[src/rtl/srx_pkg.sv]
// Shared types for the serial receiver.
// Assumes: characters are at most 8 bits wide in the result record.
package srx_pkg;

    typedef enum logic [2:0] {
        ST_IDLE,
        ST_START,
        ST_DATA,
        ST_PAR,
        ST_STOP,
        ST_WAITHI
    } rx_state_t;

    typedef struct packed {
        logic [7:0] data;
        logic       perr;
        logic       ferr;
        logic       brk;
    } rx_result_t;

endpackage

[src/rtl/srx_filter.sv]
// Synchronises the raw line and removes short pulses.
// The filtered level follows the synchronised line only after the new level
// has been seen on FILT_TICKS consecutive sample pulses.
// Assumes: the line idles high; tick is a single-clock enable.
module srx_filter #(
    parameter int SYNC_STAGES = 2,
    parameter int FILT_TICKS  = 2
) (
    input  logic clk,
    input  logic rst_n,
    input  logic tick,
    input  logic rx_in,
    output logic line_q
);
    localparam int CW = $clog2(FILT_TICKS + 1);

    logic [SYNC_STAGES-1:0] sync_q;
    logic [CW-1:0]          run_cnt;
    logic                   sampled;

    assign sampled = sync_q[SYNC_STAGES-1];

    // Purpose: move the asynchronous line into the clock domain.
    always_ff @(posedge clk) begin
        if (!rst_n) sync_q <= '1;
        else        sync_q <= {sync_q[SYNC_STAGES-2:0], rx_in};
    end

    // Purpose: accept a new level only after it persists for FILT_TICKS pulses.
    always_ff @(posedge clk) begin
        if (!rst_n) begin
            line_q  <= 1'b1;
            run_cnt <= '0;
        end else if (tick) begin
            if (sampled != line_q) begin
                if (run_cnt == CW'(FILT_TICKS - 1)) begin
                    line_q  <= sampled;
                    run_cnt <= '0;
                end else begin
                    run_cnt <= run_cnt + 1'b1;
                end
            end else begin
                run_cnt <= '0;
            end
        end
    end
endmodule

[src/rtl/srx_engine.sv]
// Frame sequencer: detects a start, confirms it at the middle of the bit,
// samples data, parity and one stop bit at bit midpoints, and emits a
// one-clock done pulse with the character and its error bits.
// Assumes: tick runs at OVS times the bit rate; DATA_W is 8 (word_len adds 0..3
// bits to DATA_W-3).
module srx_engine
    import srx_pkg::*;
#(
    parameter int DATA_W = 8,
    parameter int OVS    = 16
) (
    input  logic        clk,
    input  logic        rst_n,
    input  logic        tick,
    input  logic        line,
    input  logic [1:0]  word_len,
    input  logic        par_en,
    input  logic        par_odd,
    input  logic        force_perr,
    input  logic        force_ferr,
    output logic        done,
    output rx_result_t  result
);
    localparam int CNT_W    = $clog2(OVS);
    localparam int IDX_W    = $clog2(DATA_W);
    localparam int MIN_BITS = DATA_W - 3;
    localparam logic [CNT_W-1:0] MID  = CNT_W'(OVS / 2 - 1);
    localparam logic [CNT_W-1:0] LAST = CNT_W'(OVS - 1);

    rx_state_t          state;
    logic [CNT_W-1:0]   cnt;
    logic [IDX_W-1:0]   bit_idx;
    logic [IDX_W-1:0]   last_idx;
    logic [DATA_W-1:0]  shreg;
    logic               par_acc;
    logic               all_low;

    assign last_idx = IDX_W'(MIN_BITS - 1) + IDX_W'(word_len);

    // Purpose: step through the frame on sample pulses and publish the result.
    always_ff @(posedge clk) begin
        if (!rst_n) begin
            state   <= ST_IDLE;
            cnt     <= '0;
            bit_idx <= '0;
            shreg   <= '0;
            par_acc <= 1'b0;
            all_low <= 1'b1;
            done    <= 1'b0;
            result  <= '0;
        end else begin
            done <= 1'b0;
            if (tick) begin
                case (state)
                    ST_IDLE: begin
                        if (!line) begin
                            state <= ST_START;
                            cnt   <= '0;
                        end
                    end
                    ST_START: begin
                        if (cnt == MID) begin
                            cnt <= '0;
                            if (line) begin
                                state <= ST_IDLE;
                            end else begin
                                state   <= ST_DATA;
                                bit_idx <= '0;
                                shreg   <= '0;
                                par_acc <= 1'b0;
                                all_low <= 1'b1;
                            end
                        end else begin
                            cnt <= cnt + 1'b1;
                        end
                    end
                    ST_DATA: begin
                        if (cnt == LAST) begin
                            cnt            <= '0;
                            shreg[bit_idx] <= line;
                            par_acc        <= par_acc ^ line;
                            all_low        <= all_low & ~line;
                            if (bit_idx == last_idx) begin
                                bit_idx <= '0;
                                state   <= par_en ? ST_PAR : ST_STOP;
                            end else begin
                                bit_idx <= bit_idx + 1'b1;
                            end
                        end else begin
                            cnt <= cnt + 1'b1;
                        end
                    end
                    ST_PAR: begin
                        if (cnt == LAST) begin
                            cnt     <= '0;
                            par_acc <= par_acc ^ line;
                            all_low <= all_low & ~line;
                            state   <= ST_STOP;
                        end else begin
                            cnt <= cnt + 1'b1;
                        end
                    end
                    ST_STOP: begin
                        if (cnt == LAST) begin
                            cnt         <= '0;
                            done        <= 1'b1;
                            result.data <= shreg;
                            result.perr <= (par_en & (par_acc ^ par_odd)) | force_perr;
                            result.ferr <= ~line | force_ferr;
                            result.brk  <= ~line & all_low;
                            state       <= line ? ST_IDLE : ST_WAITHI;
                        end else begin
                            cnt <= cnt + 1'b1;
                        end
                    end
                    ST_WAITHI: begin
                        if (line) state <= ST_IDLE;
                    end
                    default: state <= ST_IDLE;
                endcase
            end
        end
    end
endmodule

[src/rtl/srx_status.sv]
// Holding register and sticky flags. Loads a character on done unless
// the previous one is unread, raises data_ready one clock after the load,
// and clears flags on read strobes; a set beats a clear in the same clock.
// Assumes: done is a single-clock pulse.
module srx_status
    import srx_pkg::*;
#(
    parameter int DATA_W = 8
) (
    input  logic              clk,
    input  logic              rst_n,
    input  logic              done,
    input  rx_result_t        result,
    input  logic              rd_data_strobe,
    input  logic              rd_status_strobe,
    output logic [DATA_W-1:0] rx_data,
    output logic              data_ready,
    output logic              load_pend,
    output logic              err_overrun,
    output logic              err_parity,
    output logic              err_framing,
    output logic              err_break
);
    logic occupied;
    logic take;
    logic lose;

    assign occupied = data_ready | load_pend;
    assign take     = done & ~occupied;
    assign lose     = done & occupied;

    // Purpose: capture accepted characters and delay the ready flag by one clock.
    always_ff @(posedge clk) begin
        if (!rst_n) begin
            rx_data    <= '0;
            load_pend  <= 1'b0;
            data_ready <= 1'b0;
        end else begin
            load_pend <= done;
            if (take)           rx_data    <= result.data;
            if (load_pend)      data_ready <= 1'b1;
            else if (rd_data_strobe) data_ready <= 1'b0;
        end
    end

    // Purpose: sticky error flags, set by a character, cleared by a status read.
    always_ff @(posedge clk) begin
        if (!rst_n) begin
            err_overrun <= 1'b0;
            err_parity  <= 1'b0;
            err_framing <= 1'b0;
            err_break   <= 1'b0;
        end else begin
            if (lose)                         err_overrun <= 1'b1;
            else if (rd_status_strobe)        err_overrun <= 1'b0;
            if (take & result.perr)           err_parity  <= 1'b1;
            else if (rd_status_strobe)        err_parity  <= 1'b0;
            if (take & result.ferr)           err_framing <= 1'b1;
            else if (rd_status_strobe)        err_framing <= 1'b0;
            if (take & result.brk)            err_break   <= 1'b1;
            else if (rd_status_strobe)        err_break   <= 1'b0;
        end
    end
endmodule

[src/rtl/serial_rx_core.sv]
// Top of the serial receiver: filter, frame sequencer and status stage.
// Assumes: samp_tick is a one-clock pulse at sixteen times the bit rate,
// generated outside and shared with the transmitter.
module serial_rx_core
    import srx_pkg::*;
#(
    parameter int DATA_W      = 8,
    parameter int OVS         = 16,
    parameter int SYNC_STAGES = 2,
    parameter int FILT_TICKS  = 2
) (
    input  logic              clk,
    input  logic              rst_n,
    input  logic              samp_tick,
    input  logic              rx_in,
    input  logic [1:0]        word_len,
    input  logic              par_en,
    input  logic              par_odd,
    input  logic              force_perr,
    input  logic              force_ferr,
    input  logic              rd_data_strobe,
    input  logic              rd_status_strobe,
    output logic [DATA_W-1:0] rx_data,
    output logic              data_ready,
    output logic              err_overrun,
    output logic              err_parity,
    output logic              err_framing,
    output logic              err_break
);
    logic       line_f;
    logic       rx_done;
    logic       load_pend;
    rx_result_t rx_res;

    srx_filter #(
        .SYNC_STAGES (SYNC_STAGES),
        .FILT_TICKS  (FILT_TICKS)
    ) u_filt (
        .clk    (clk),
        .rst_n  (rst_n),
        .tick   (samp_tick),
        .rx_in  (rx_in),
        .line_q (line_f)
    );

    srx_engine #(
        .DATA_W (DATA_W),
        .OVS    (OVS)
    ) u_eng (
        .clk        (clk),
        .rst_n      (rst_n),
        .tick       (samp_tick),
        .line       (line_f),
        .word_len   (word_len),
        .par_en     (par_en),
        .par_odd    (par_odd),
        .force_perr (force_perr),
        .force_ferr (force_ferr),
        .done       (rx_done),
        .result     (rx_res)
    );

    srx_status #(
        .DATA_W (DATA_W)
    ) u_stat (
        .clk              (clk),
        .rst_n            (rst_n),
        .done             (rx_done),
        .result           (rx_res),
        .rd_data_strobe   (rd_data_strobe),
        .rd_status_strobe (rd_status_strobe),
        .rx_data          (rx_data),
        .data_ready       (data_ready),
        .load_pend        (load_pend),
        .err_overrun      (err_overrun),
        .err_parity       (err_parity),
        .err_framing      (err_framing),
        .err_break        (err_break)
    );
endmodule

[config.mk]
export PLATFORM = sky130hd
export DESIGN_NAME = serial_rx_core
export DESIGN_NICKNAME = d
export VERILOG_FILES = /design/src/rtl/srx_pkg.sv /design/src/rtl/srx_filter.sv /design/src/rtl/srx_engine.sv /design/src/rtl/srx_status.sv /design/src/rtl/serial_rx_core.sv
export SDC_FILE = /design/constraint.sdc
export NUM_CORES = 1
export LEC_CHECK = 0
export BUFFER_PORTS_ARGS = -buffer_cell sky130_fd_sc_hd__buf_2
export CAP_MARGIN = 20
export CORE_MARGIN = 2
export CORE_UTILIZATION = 55
export CTS_CLUSTER_SIZE = 10
export DETAILED_ROUTE_END_ITERATION = 7
export GPL_ROUTABILITY_DRIVEN = 0
export GPL_TIMING_DRIVEN = 1
export PLACE_DENSITY = 0.77
export SYNTH_ARGS = -nofsm -noshare
export SYNTH_HDL_FRONTEND = slang
export SYNTH_SLANG_ARGS = --single-unit
[constraint.sdc]
create_clock -name clk -period 3.71 [get_ports clk]
set_input_delay 0.742 -clock clk [delete_from_list [all_inputs] [get_ports clk]]
set_output_delay 0.742 -clock clk [all_outputs]
set_load 0.02 [all_outputs]
**After elaboration in Yosys (flattened, before gate mapping)**

Cells that the tools add are included.

- $add $sub $neg: 4
- $lt $le $gt $ge: 2
- Eq/ne operators: 19
- Mux-type cells: 45
- Bitwise gates (word level): 14
- Reductions and logical operators: 19

Operators by type and width:

| kind | number |
|---|---|
| 2-to-1 mux 3 bit | 13 |
| 2-to-1 mux 8 bit | 3 |
| case mux 3 bit (6 select lines) | 1 |
| case mux 8 bit (2 select lines) | 1 |
| 2-to-1 mux 1 bit | 15 |
| nonzero test 2 bit | 7 |
| 2-to-1 mux 4 bit | 3 |
| inequality test 2 x 1 -> 1 bit (second input constant) | 6 |
| case mux 4 bit (3 select lines) | 1 |
| AND reduction 3 bit | 4 |
| AND reduction 5 bit | 2 |
| bitwise mux 8 bit | 1 |
| AND reduction 8 bit | 1 |
| AND 1 bit | 7 |
| equality test 3 x 2 -> 1 bit (second input constant) | 2 |
| equality test 3 bit (second input constant) | 2 |
| 2-to-1 mux 2 bit | 3 |
| inequality test 2 bit (second input constant) | 3 |
| case mux 3 bit (2 select lines) | 1 |
| adder 4 x 1 -> 4 bit (second input constant) | 1 |
| equality test 4 x 3 -> 1 bit (second input constant) | 1 |
| equality test 4 bit (second input constant) | 1 |
| less-than comparator 3 x 4 -> 1 bit (second input constant) | 1 |
| case mux 1 bit (2 select lines) | 2 |
| other kinds (17) | 21 |

- Register bits: 51
- Input bits: 12
- Output and inout bits: 13
- Logic and storage cells: 124

**Longest topological paths before layout**

Gate-level depths: netlist of run 1.

- Depth in word-level cells: 7
- Depth in mapped cells: 6
- Gate-level depth less buffers: 6

**Cells and area by module**

A second synthesis of run 1 with hierarchy kept.

- Cells, all modules: 280
- Area total of the unflattened synthesis: 2388.5 µm²

By module, submodules not included:

| module | times used | cells an instance | area each (µm²) | sequential area each (µm²) |
|---|---|---|---|---|
| srx_engine | 1 | 208 | 1650.3 | 640.6 |
| srx_status | 1 | 54 | 545.5 | 280.3 |
| srx_filter | 1 | 18 | 192.7 | 100.1 |

**Worst setup path before layout of run 1**

OpenSTA, ideal clock, no wires.

- Path type: input to register
- Start point: in samp_tick
- End point: reg, netlist name u_eng.result[5]
- Setup time: 0.128 ns
- Arrival: 1.829 ns
- Required time: 3.582 ns
- Slack: 1.753 ns
- Stages: 6
- Buffers on the path: 2
- Path through: buf_2 > nand4_1 > nor4_4 > buf_2 > mux2i_1 > nor2_1

- Word-level cells in the longest chain between the ends: 1

RTL lines:

| what | RTL line | source |
|---|---|---|
| from (decl) | serial_rx_core.sv:14 | `input logic samp_tick,` |
| AND reduction 3 bit (no line) | - |  |

Every way passes these cells.
A chain may end at the register's enable or synchronous reset.

**Worst setup path in the final report of run 1**

- Start point: reg u_eng.state[2]
- End point: reg, netlist name u_eng.result[1]

- Word-level cells in the longest chain between the ends: 2

RTL lines:

| what | RTL line | source |
|---|---|---|
| from (decl) | srx_engine.sv:30 | `rx_state_t state;` |
| from (signal assigned) | srx_engine.sv:85 | `state <= par_en ? ST_PAR : ST_STOP;` |
| from (signal assigned) | srx_engine.sv:111 | `state <= line ? ST_IDLE : ST_WAITHI;` |
| equality test 3 bit | srx_engine.sv:54 | `case (state)` |
| AND reduction 3 bit (no line) | - |  |

Every way passes these cells.

==> summary.md, run 1 <==
| Metric | Value |
|---|---|
| Outcome | complete, no violations |
| Worst Hold Class | reg2reg |
| Die X | between 60 and 70 um |
| Req. time, crit path | roughly 4.0 ns |
| Total Wirelength | between 4 and 5 mm |
| Final nets | ~300 |
| Filler cell count | around 350 |
| Clock Sinks | 51 |
| DR iter-0 viols | 110 |
| Final cell count without fillers | 339 |
| Clock Path Buffers | 2 |
| Async SR Flop Fraction | 0% |
| Commonest cells post-synth | dfxtp_1, a21oi_1, nand2_1 |
| Vias/cell | 5.522 |
| DRC errors left | 0 |
| R2R Setup Slk | approximately 1.6 ns |
| HP Start | u_eng.result[4] |
| Top cells by area, synth | dfxtp_1, a21oi_1, nand2_1, o21ai_0, mux2i_1 |
| CP Cell Sequence | inv_1 -> nor4_4 -> o21ai_0 -> a21oi_1 |
| Detailed Place HPWL | 3.093 mm |
| Postcts setup bufs | 0 |
| Largest area contributor in the netlist | dfxtp_1 |
| Root buf cell | clkbuf_8 |
| Clk slew on worst S/H paths | between 0.1 and 0.15 ns |
| Via count | ~1900 |
| Setup-failing EPs final | 0 |
| Max-Cap Viols | 0 |
| Fin. Hold Viols | 0 |
| Setup TNS | 0 ns |
| Most used DFF post-synth | dfxtp_1 |
| CTS resizes | 0 |
| FMAX | about 0.48 GHz |
| Synth unique cells | between 40 and 50 |
| Synth warnings | 0 |
| Top-area cell type share of the netlist area | between 40% and 50% |
| Max incr delay on CP | between 0.8 and 0.9 ns |
| Area grow syn2layout | 9.126% |
| Antenna-violating nets left | 0 |
| H-tree levels | 2 |
| Crit-path leading delay family | simple AND/OR/NAND/NOR gates |
| Synth Cell Area | around 0.0023 mm2 |
| Syn Nets | 286 |
| Starting density of the core | between 50% and 60% |
| Leakage | 0.9088 nW |
| Critical R2R Launch | u_eng.state[2] |
| Die Ht | 68.13 um |
| Most common cell in the netlist | dfxtp_1 |
| Largest net degree at the start of global routing | 39 |
| GR Util All Layers | 21.87% |
| Global route overflow | 0 |
| Dpl ws | about 1.5 ns |
| Hold depth | 2 |
| Ant diodes | 0 |
| Final worst slack | between 1.5 and 2 ns |
| Share of layout cells above drive strength 1 | 13.84% |
| Hold worst-path end | u_stat.rx_data[1] |
| Wire per inst | ~13 um |
| CTS tree | done |
| Post-synthesis sequential area ratio | a little under half |
| Hold_buf cts | 0 |
| Num rows | 23 |
| Core area | around 0.0040 mm2 |
| TritonCTS Buffers | 5 |
| First-pass DRT Iterations | 4 |
| Final period util | between 50% and 60% |
| R2R depth | 4 |
| Gate Count Post-Synth | roughly 270 |
| RSZ-0062 raised after global routing | false |
| Reg-to-Reg End | u_eng.result[1] |
| Slowest CP cell | nor4_4 |
| Syn Area/Cell | approximately 8.3 um2 |
| Worst Path Class, Setup | reg2reg |
| Die ar. | roughly 0.0046 mm2 |
| Final hold slack | roughly 0.45 ns |
| Final Util | just over 60% |
| Tmin final | around 2.1 ns |
| I/O Buffers | 24 |
| Initial antenna violation count | 0 |
| Worst-skew pair later-pin latency | 0.32 ns |
| Crit-path max FO | 15 |
| WP buf/inv | 1 |
| Peak supply drop | between 200 and 250 uV |
| Dpl cells | 331 |
| Slew @ Worst Pin | between 0.9 and 1 ns |
| Slew Viols, Final | 0 |
| IO Count | 25 |
| PwrDens | ~370 mW/mm2 |
| Setup crit start kind | flip-flop |
| Final clock skew | 0.01511 ns |
| Slew headroom | around two fifths |
| #FFs+latches synth | a little over 50 |
| Number of global-route vias before repair | about 1700 |
| EDFF count, synth | 0 |
| First-pass GRT wire length | between 7 and 8 mm |
| Arr. time, crit path | approximately 2.3 ns |
| Worst setup EP type | flip-flop |
[power breakdown]
part | total (mW) | switching [mW] | leakage, nW | internal (mW)
clock network | 0.336 | 0.197 | 0.0491 | 0.139
registers | 0.549 | 0.00101 | 0.411 | 0.548
logic | 0.0241 | 0.0161 | 0.449 | 0.00797
[kinds of logic after synthesis]
kind of cell / share of synthesized area, %
AOI/OAI and AO/OA: 19.69
xor gates and xnor gates: 1.549
adders and majority gates: 1.106
buffers and inverters: 4.978
DFF: 45.13
muxes: 3.540
and+or+nand+nor: 24.00
[layout make-up]
| class | count | area, um2 | area share [%] |
|---|---|---|---|
| Timing Repair Buffer | 25 | 127.6 | 5.170 |
| Clock buffer | 5 | 68.82 | 2.788 |
| Sequential cell | 51 | 1021 | 41.36 |
| Clock inverter | 3 | 26.28 | 1.064 |
| Tap cell | 50 | 62.56 | 2.534 |
| Inverter | 9 | 33.78 | 1.368 |
| Multi-Input combinational cell | 196 | 1129 | 45.72 |
[how the worst max path moves through the flow]
stage	from	to	slack, ns	cells past startpoint
floorplan	samp_tick	u_eng.result[5]	1.75	6
global placement	samp_tick	u_eng.result[9]	1.51	5
detailed placement	samp_tick	u_eng.result[1]	1.47	5
CTS	u_eng.state[2]	u_eng.result[10]	1.64	4
global route	u_eng.state[2]	u_eng.result[1]	1.50	4
finish	u_eng.state[2]	u_eng.result[1]	1.64	4
[routing by layer]
layer | vias up | GRT usage [%] | wire length, um
met3 | 4 | 5.592 | 189
met5 | - | 0 | 0
met1 | 863 | 29.70 | 2310
li1 | 970 | - | -
met2 | 35 | 33.37 | 1962
met4 | 0 | 8.250 | 48
[worst min-delay path, cell delays in order (launching register included)]
cell and delay (ns):
dfxtp_1 0.32, nand2_1 0.05, a21oi_1 0.05
[cell usage in the layout (no fill, tap or decap), types with 2 or more instances in the layout]
cell type  netlist  final
inv_1            8      8
nand4_1          4      4
and3_1           3      3
or3_1            5      5
clkbuf_8         0      5
dfxtp_1         51     51
and2_1           4      4
nor3b_1          2      2
buf_2            6     24
o211ai_1         3      3
a21oi_1         44     44
nand3_1          6      6
nand2b_1         7      7
o21ai_0         17     17
nor2_1          19     19
a31oi_1          2      2
nor2b_1          7      7
inv_6            0      2
xor2_1           3      3
o21a_1           2      2
ha_1             2      2
nand2_1         35     35
o21ai_1          2      2
mux2i_1          8      8
[flip-flops by register name, indices dropped and copies added, names as in the netlist]
register / cells
u_stat.err_break: 1
u_stat.load_pend: 1
u_eng.bit_idx: 3
u_stat.data_ready: 1
u_eng.state: 3
u_filt.sync_q: 2
u_stat.err_parity: 1
u_stat.rx_data: 8
u_eng.shreg: 8
u_eng.cnt: 4
u_eng.all_low: 1
u_filt.run_cnt: 2
u_eng.done: 1
u_eng.result: 11
u_filt.line_q: 1
u_eng.par_acc: 1
u_stat.err_overrun: 1
u_stat.err_framing: 1
[per-stage QoR]
step | area, um2 | power, mW
floorplan | 2262 | 0.5754
finish | 2469 | 0.9092
global route | 2469 | 0.9422
global placement | 2374 | 0.5854
detailed placement | 2374 | 0.5862
CTS | 2469 | 0.9205
(Power assumes the default switching activity.)
==> run 2, diff against run 1 <==
clock period = 2.2 ns   (was 3.71 ns; I/O delays follow)
==> run 2 against run 1 <==
Net effect:
- combinational power increased by 71%
- cell count increased by 0.88%
- wire length decreased by 5.9%
- die area unchanged
- power increased by 68%
- first-iteration DRC count increased by 15%
- flip-flop and latch count unchanged
- sequential power increased by 69%
- maximum frequency increased by 5.2%
- clock power increased by 67%
- sequential share of layout area decreased by 0.44 points
- final area increased by 1.1%
==> summary.md, run 2 (same netlist as run 1, synthesis figures left out) <==
| Metric | Value |
|---|---|
| Peak supply drop | 256.5 uV (+24%) |
| Largest net degree at the start of global routing | 25 (-36%) |
| Number of global-route vias before repair | 1637 (-1.6%) |
| WP buf/inv | 0 (-1) |
| Setup-failing EPs final | 0 (unchanged) |
| Reg with most FFs | u_eng.result |
| Antenna-violating nets left | 0 (unchanged) |
| CTS resizes | 0 (unchanged) |
| Commonest cells after routing, fill and taps aside | dfxtp_1, a21oi_1, nand2_1 |
| Area grow syn2layout | 10.29% |
| I/O Buffers | 24 (unchanged) |
| Slew Viols, Final | 0 (unchanged) |
| PwrDens | 613.1 mW/mm2 (+66%) |
| Max incr delay on CP | 0.56 ns (-0.30 ns) |
| Final Cell Area | 0.002495 mm2 (+1.1%) |
| Area after DPL | 0.002396 mm2 (+0.95%) |
| Final clock skew | 0.005555 ns (-0.009551 ns) |
| CP Cell Sequence | nor4b_1 -> o21ai_1 -> or3_1 -> a21oi_1 |
| Overall power | 1.530 mW (+68%) |
| Crit-path max FO | 14 (-1) |
| Num rows | 23 (unchanged) |
| DR iter-0 viols | 127 (+15%) |
| Top flop regs | u_eng.result (11), u_eng.shreg (8), u_stat.rx_data (8) |
| Initial antenna violation count | 0 (unchanged) |
| DRC errors left | 0 (unchanged) |
| FMAX | 0.5072 GHz (+5.2%) |
| Worst setup EP type | flip-flop |
| Slew headroom | 47.06% (+8.6 points) |
| H-tree levels | 2 (unchanged) |
| Ant diodes | 0 (unchanged) |
| Detailed Place HPWL | 2.965 mm (-4.2%) |
| Max-Cap Viols | 0 (unchanged) |
| Final period util | 89.62% (+34 points) |
| Die X | 68.13 um (unchanged) |
| Clk slew on worst S/H paths | 0.09 ns (-0.02 ns) |
| Fin. Hold Viols | 0 (unchanged) |
| Slowest CP cell | dfxtp_1 |
| Arr. time, crit path | 2.20 ns (-0.11 ns) |
| Share of layout cells above drive strength 1 | 14.73% (+0.89 points) |
| Die Ht | 68.13 um (unchanged) |
| Most common cell after layout, fill and taps aside | dfxtp_1 |
| Req. time, crit path | 2.42 ns (-1.53 ns) |
| Core area | 0.003971 mm2 (unchanged) |
| IO Count | 25 (unchanged) |
| Crit-path leading delay family | simple AND/OR/NAND/NOR gates |
| Die ar. | 0.004642 mm2 (unchanged) |
| Total Wirelength | 4.247 mm (-5.9%) |
| Hold_buf cts | 0 (unchanged) |
| Setup crit start kind | flip-flop |
| Vias/cell | 5.462 (-1.1%) |
| Leakage | 0.9215 nW (+1.4%) |
| CTS tree | done |
| Via count | 1868 (-0.21%) |
| TritonCTS Buffers | 5 (unchanged) |
| Setup TNS | 0 ns (unchanged) |
| Global route overflow | 0 (unchanged) |
| Postcts setup bufs | 0 (unchanged) |
| Slew @ Worst Pin | 0.7888 ns (-0.1274 ns) |
| Worst Hold Class | in2reg |
| Starting density of the core | 56.96% (unchanged) |
| Wire per inst | 12.42 um (-6.7%) |
| Clock Path Buffers | 2 (unchanged) |
| Outcome | complete, no violations |
| Final nets | 305 (+0.99%) |
| Max reg flops | 11 (unchanged) |
| Worst Path Class, Setup | reg2reg |
| RSZ-0062 raised after global routing | false |
| Tmin final | 1.972 ns (-0.1024 ns) |
| Clock Sinks | 51 (unchanged) |
| Worst-skew pair later-pin latency | 0.30 ns (-0.02 ns) |
| Filler cell count | 370 (+6.6%) |
| First-pass DRT Iterations | 4 (unchanged) |
| GR Util All Layers | 20.51% (-1.4 points) |
| Root buf cell | clkbuf_8 |
| First-pass GRT wire length | 7.224 mm (-4.6%) |
==> run 2: changes by cell type in the layout (fill, tap and decap cells not counted), sizes merged <==
cell,change
buf,+3
clkbuf,+1
clkinvlp,+1
inv,-2
==> run 2: stage by stage <==
stage	std cells	util [%]	worst slack, ns	hold WS (ns)
after floorplan	272	-	0.5454	0.3863
after global placement	334	60.33	0.3497	0.3892
after detailed placement	334	60.33	0.2721	0.3985
after CTS	342	62.82	0.2214	0.3172
after global routing	342	62.82	0.02980	0.3199
final	342	62.82	0.2283	0.3260
==> run 2: where the power goes <==
group / switching (mW) / internal [mW]
combinational: 0.0266 / 0.0146
clock: 0.305 / 0.257
sequential: 0.00139 / 0.925
==> run 2: worst paths after layout <==
path / startpoint / to / slack [ns] / depth (start not counted)
worst max-delay path: u_eng.state[0] / u_eng.bit_idx[0] / 0.23 / 4
worst min-delay path: rx_in / u_filt.sync_q[0] / 0.33 / 2
worst max register to register: u_eng.state[0] / u_eng.bit_idx[0] / 0.23 / 4
worst min register to register: u_filt.sync_q[0] / u_filt.sync_q[1] / 0.42 / 1
==> run 2: layout make-up <==
type | instances | area [um2] | share of cell area, %
clock buffer | 6 | 82.58 | 3.310
clock inverter | 2 | 16.27 | 0.6520
inverter | 9 | 33.78 | 1.354
multi-input combinational | 196 | 1129 | 45.24
sequential | 51 | 1021 | 40.92
tap | 50 | 62.56 | 2.508
timing repair buffer | 28 | 150.1 | 6.018
==> run 2: per-layer routing <==
metal	wire length (um)	up-vias	global-route usage [%]
met5	0	-	0
met4	40	0	7.500
met3	198	4	5.592
met2	1938	40	32.16
met1	2069	840	26.97
li1	-	984	-
==> run 3, diff against run 2 <==
CORE_MARGIN = default   (was 2)
PLACE_DENSITY = 0.76   (was 0.77)
SETUP_SLACK_MARGIN = 0.5   (was default)
==> run 3 against run 2 <==
Net effect:
- first-iteration DRC count decreased by 15%
- maximum frequency increased by 17%
- hold slack got worse by 0.0035 ns
==> summary.md, run 3 (same netlist as run 1, synthesis figures left out) <==
| Metric | Value |
|---|---|
| Outcome | complete, no violations |
| H-tree levels | 2 (unchanged) |
| Reg with most FFs | u_eng.result |
| RSZ-0062 raised after global routing | true |
| Clock Sinks | 51 (unchanged) |
| Starting density of the core | 59.55% (+2.6 points) |
| Max-Cap Viols | 0 (unchanged) |
| TritonCTS Buffers | 5 (unchanged) |
| Die X | 66.13 um (-2.9%) |
| Arr. time, crit path | 1.88 ns (-0.32 ns) |
| Logic pwr share | 2.8% (about the same) |
| Sequential power share | 58.0% (-2.5 points) |
| Die ar. | 0.004373 mm2 (-5.8%) |
| CTS tree | done |
| Top flop regs | u_eng.result (11), u_eng.shreg (8), u_stat.rx_data (8) |
| Detailed Place HPWL | 2.947 mm (-0.59%) |
| IO Count | 25 (unchanged) |
| Switching share of power | 20.17% (-1.6 points) |
| Core area | 0.003799 mm2 (-4.3%) |
| Worst Hold Class | in2reg |
| Die Ht | 66.13 um (-2.9%) |
| Clk pwr share | 39.2% (+2.4 points) |
| Most common cell after layout, fill and taps aside | dfxtp_1 |
| DR iter-0 viols | 108 (-15%) |
| Hold_buf cts | 0 (unchanged) |
| Number of global-route vias before repair | 1658 (+1.3%) |
| Final worst slack | 0.5214 ns (+0.2931 ns) |
| Multi-input gate area | 0.001200 mm2 (+6.3%) |
| Peak supply drop | 316.3 uV (+23%) |
| Setup crit start kind | flip-flop |
| Worst-skew pair later-pin latency | 0.30 ns (about the same) |
| Largest net degree at the start of global routing | 23 (-8.0%) |
| Total Wirelength | 4.734 mm (+11%) |
| Max reg flops | 11 (unchanged) |
| Wire per inst | 13.64 um (+9.9%) |
| Setup-failing EPs final | 0 (unchanged) |
| Slowest CP cell | dfxtp_4 |
| PwrDens | 598.6 mW/mm2 (-2.4%) |
| Ant diodes | 0 (unchanged) |
| Area after DPL | 0.002401 mm2 (+0.21%) |
| P_int | 1.268 mW (+6.0%) |
| Final nets | 313 (+2.6%) |
| Setup TNS | 0 ns (unchanged) |
| Root buf cell | clkbuf_8 |
| Slew Viols, Final | 0 (unchanged) |
| Dpl ws | 0.2919 ns (+0.01972 ns) |
| Share of layout cells above drive strength 1 | 22.07% (+7.3 points) |
| Worst Path Class, Setup | reg2reg |
| Final hold slack | 0.3225 ns (-0.003516 ns) |
| Num rows | 22 (-4.3%) |
| First-pass DRT Iterations | 6 (+2) |
| DRC errors left | 0 (unchanged) |
| Commonest cells after routing, fill and taps aside | dfxtp_1, a21oi_1, nand2_1 |
| Crit-path max FO | 10 (-4) |
| Worst setup EP type | flip-flop |
| Req. time, crit path | 2.40 ns (-0.02 ns) |
| FMAX | 0.5957 GHz (+17%) |
| Via count | 1958 (+4.8%) |
| Global route overflow | 0 (unchanged) |
| Fin. Hold Viols | 0 (unchanged) |
| Slew headroom | 73.41% (+26 points) |
| Vias/cell | 5.643 (+3.3%) |
| Register area | 0.001040 mm2 (+1.8%) |
| Crit-path leading delay family | compound AO/OA/AOI/OAI gates |
| Max incr delay on CP | 0.40 ns (-0.16 ns) |
| Final clock skew | 0.002882 ns (-0.002673 ns) |
| Final Cell Area | 0.002654 mm2 (+6.4%) |
| Filler cell count | 314 (-15%) |
| GR Util All Layers | 22.49% (+2.0 points) |
| Tmin final | 1.679 ns (-0.2931 ns) |
| Area grow syn2layout | 17.31% |
| Leakage | 0.9761 nW (+5.9%) |
| I/O Buffers | 24 (unchanged) |
| Final period util | 76.30% (-13 points) |
| Overall power | 1.588 mW (+3.8%) |
| WP buf/inv | 0 (unchanged) |
| First-pass GRT wire length | 7.521 mm (+4.1%) |
| Initial antenna violation count | 0 (unchanged) |
| Slew @ Worst Pin | 0.3979 ns (-0.3909 ns) |
| Psw | 0.3205 mW (-3.9%) |
| Antenna-violating nets left | 0 (unchanged) |
| Clk slew on worst S/H paths | 0.09 ns (about the same) |
| Clock Path Buffers | 2 (unchanged) |
| CP Cell Sequence | or3_1 -> a21oi_2 -> o221a_2 -> nand2_1 -> o41ai_2 |
## run 3: cell count changes in the layout (fill, tap and decap cells not counted), moves of 3 or more
cell     delta
buf_4       +7
dfxtp_1     -7
dfxtp_2     +3
dfxtp_4     +4
## run 3: metal layers
metal / GRT usage (%) / routed length, um / vias up
met5: 0 / 0 / -
met4: 9.043 / 97 / 0
met3: 5.000 / 314 / 11
met2: 34.44 / 2088 / 78
met1: 30.45 / 2234 / 872
li1: - / - / 997
## run 3: power by group through the flow
| stage | Combinational [mW] | Sequential, mW | Clock [mW] |
|---|---|---|---|
| global route | 0.0499 | 0.922 | 0.681 |
| global placement | 0.0423 | 0.948 | 0 |
| CTS | 0.0430 | 0.923 | 0.640 |
| finish | 0.0452 | 0.921 | 0.622 |
| detailed placement | 0.0423 | 0.948 | 0 |
| floorplan | 0.0232 | 0.947 | 0 |
## run 3: layout make-up
class                   instances  share of cell area (%)
repair buffers                 36                   8.062
clock buffers                   5                   2.593
multi-input cells             196                   45.21
flip-flops and latches         51                   39.18
well taps                      48                   2.263
inverters                       9                   1.273
clock inverters                 2                   1.414
## run 3: worst paths after layout
kind | from | to | slack, ns | cells after the start
max reg2reg | u_eng.state[2] | u_eng.state[1] | 0.52 | 5
min | rx_in | u_filt.sync_q[0] | 0.32 | 2
min reg2reg | u_filt.sync_q[0] | u_filt.sync_q[1] | 0.41 | 1
max | u_eng.state[2] | u_eng.state[1] | 0.52 | 5
## run 3: metrics by stage
step | utilization (%) | std cells
global placement | 63.21 | 333
detailed placement | 63.21 | 333
floorplan | - | 272
global route | 69.86 | 347
CTS | 66.93 | 341
finish | 69.86 | 347
## run 3: what timing repair did
action | CTS | global route
gates resized for setup | 10 | 16
setup buffers | 1 | 6
endpoints found under the setup margin | 14 | 8
pin swaps | 1 | 2
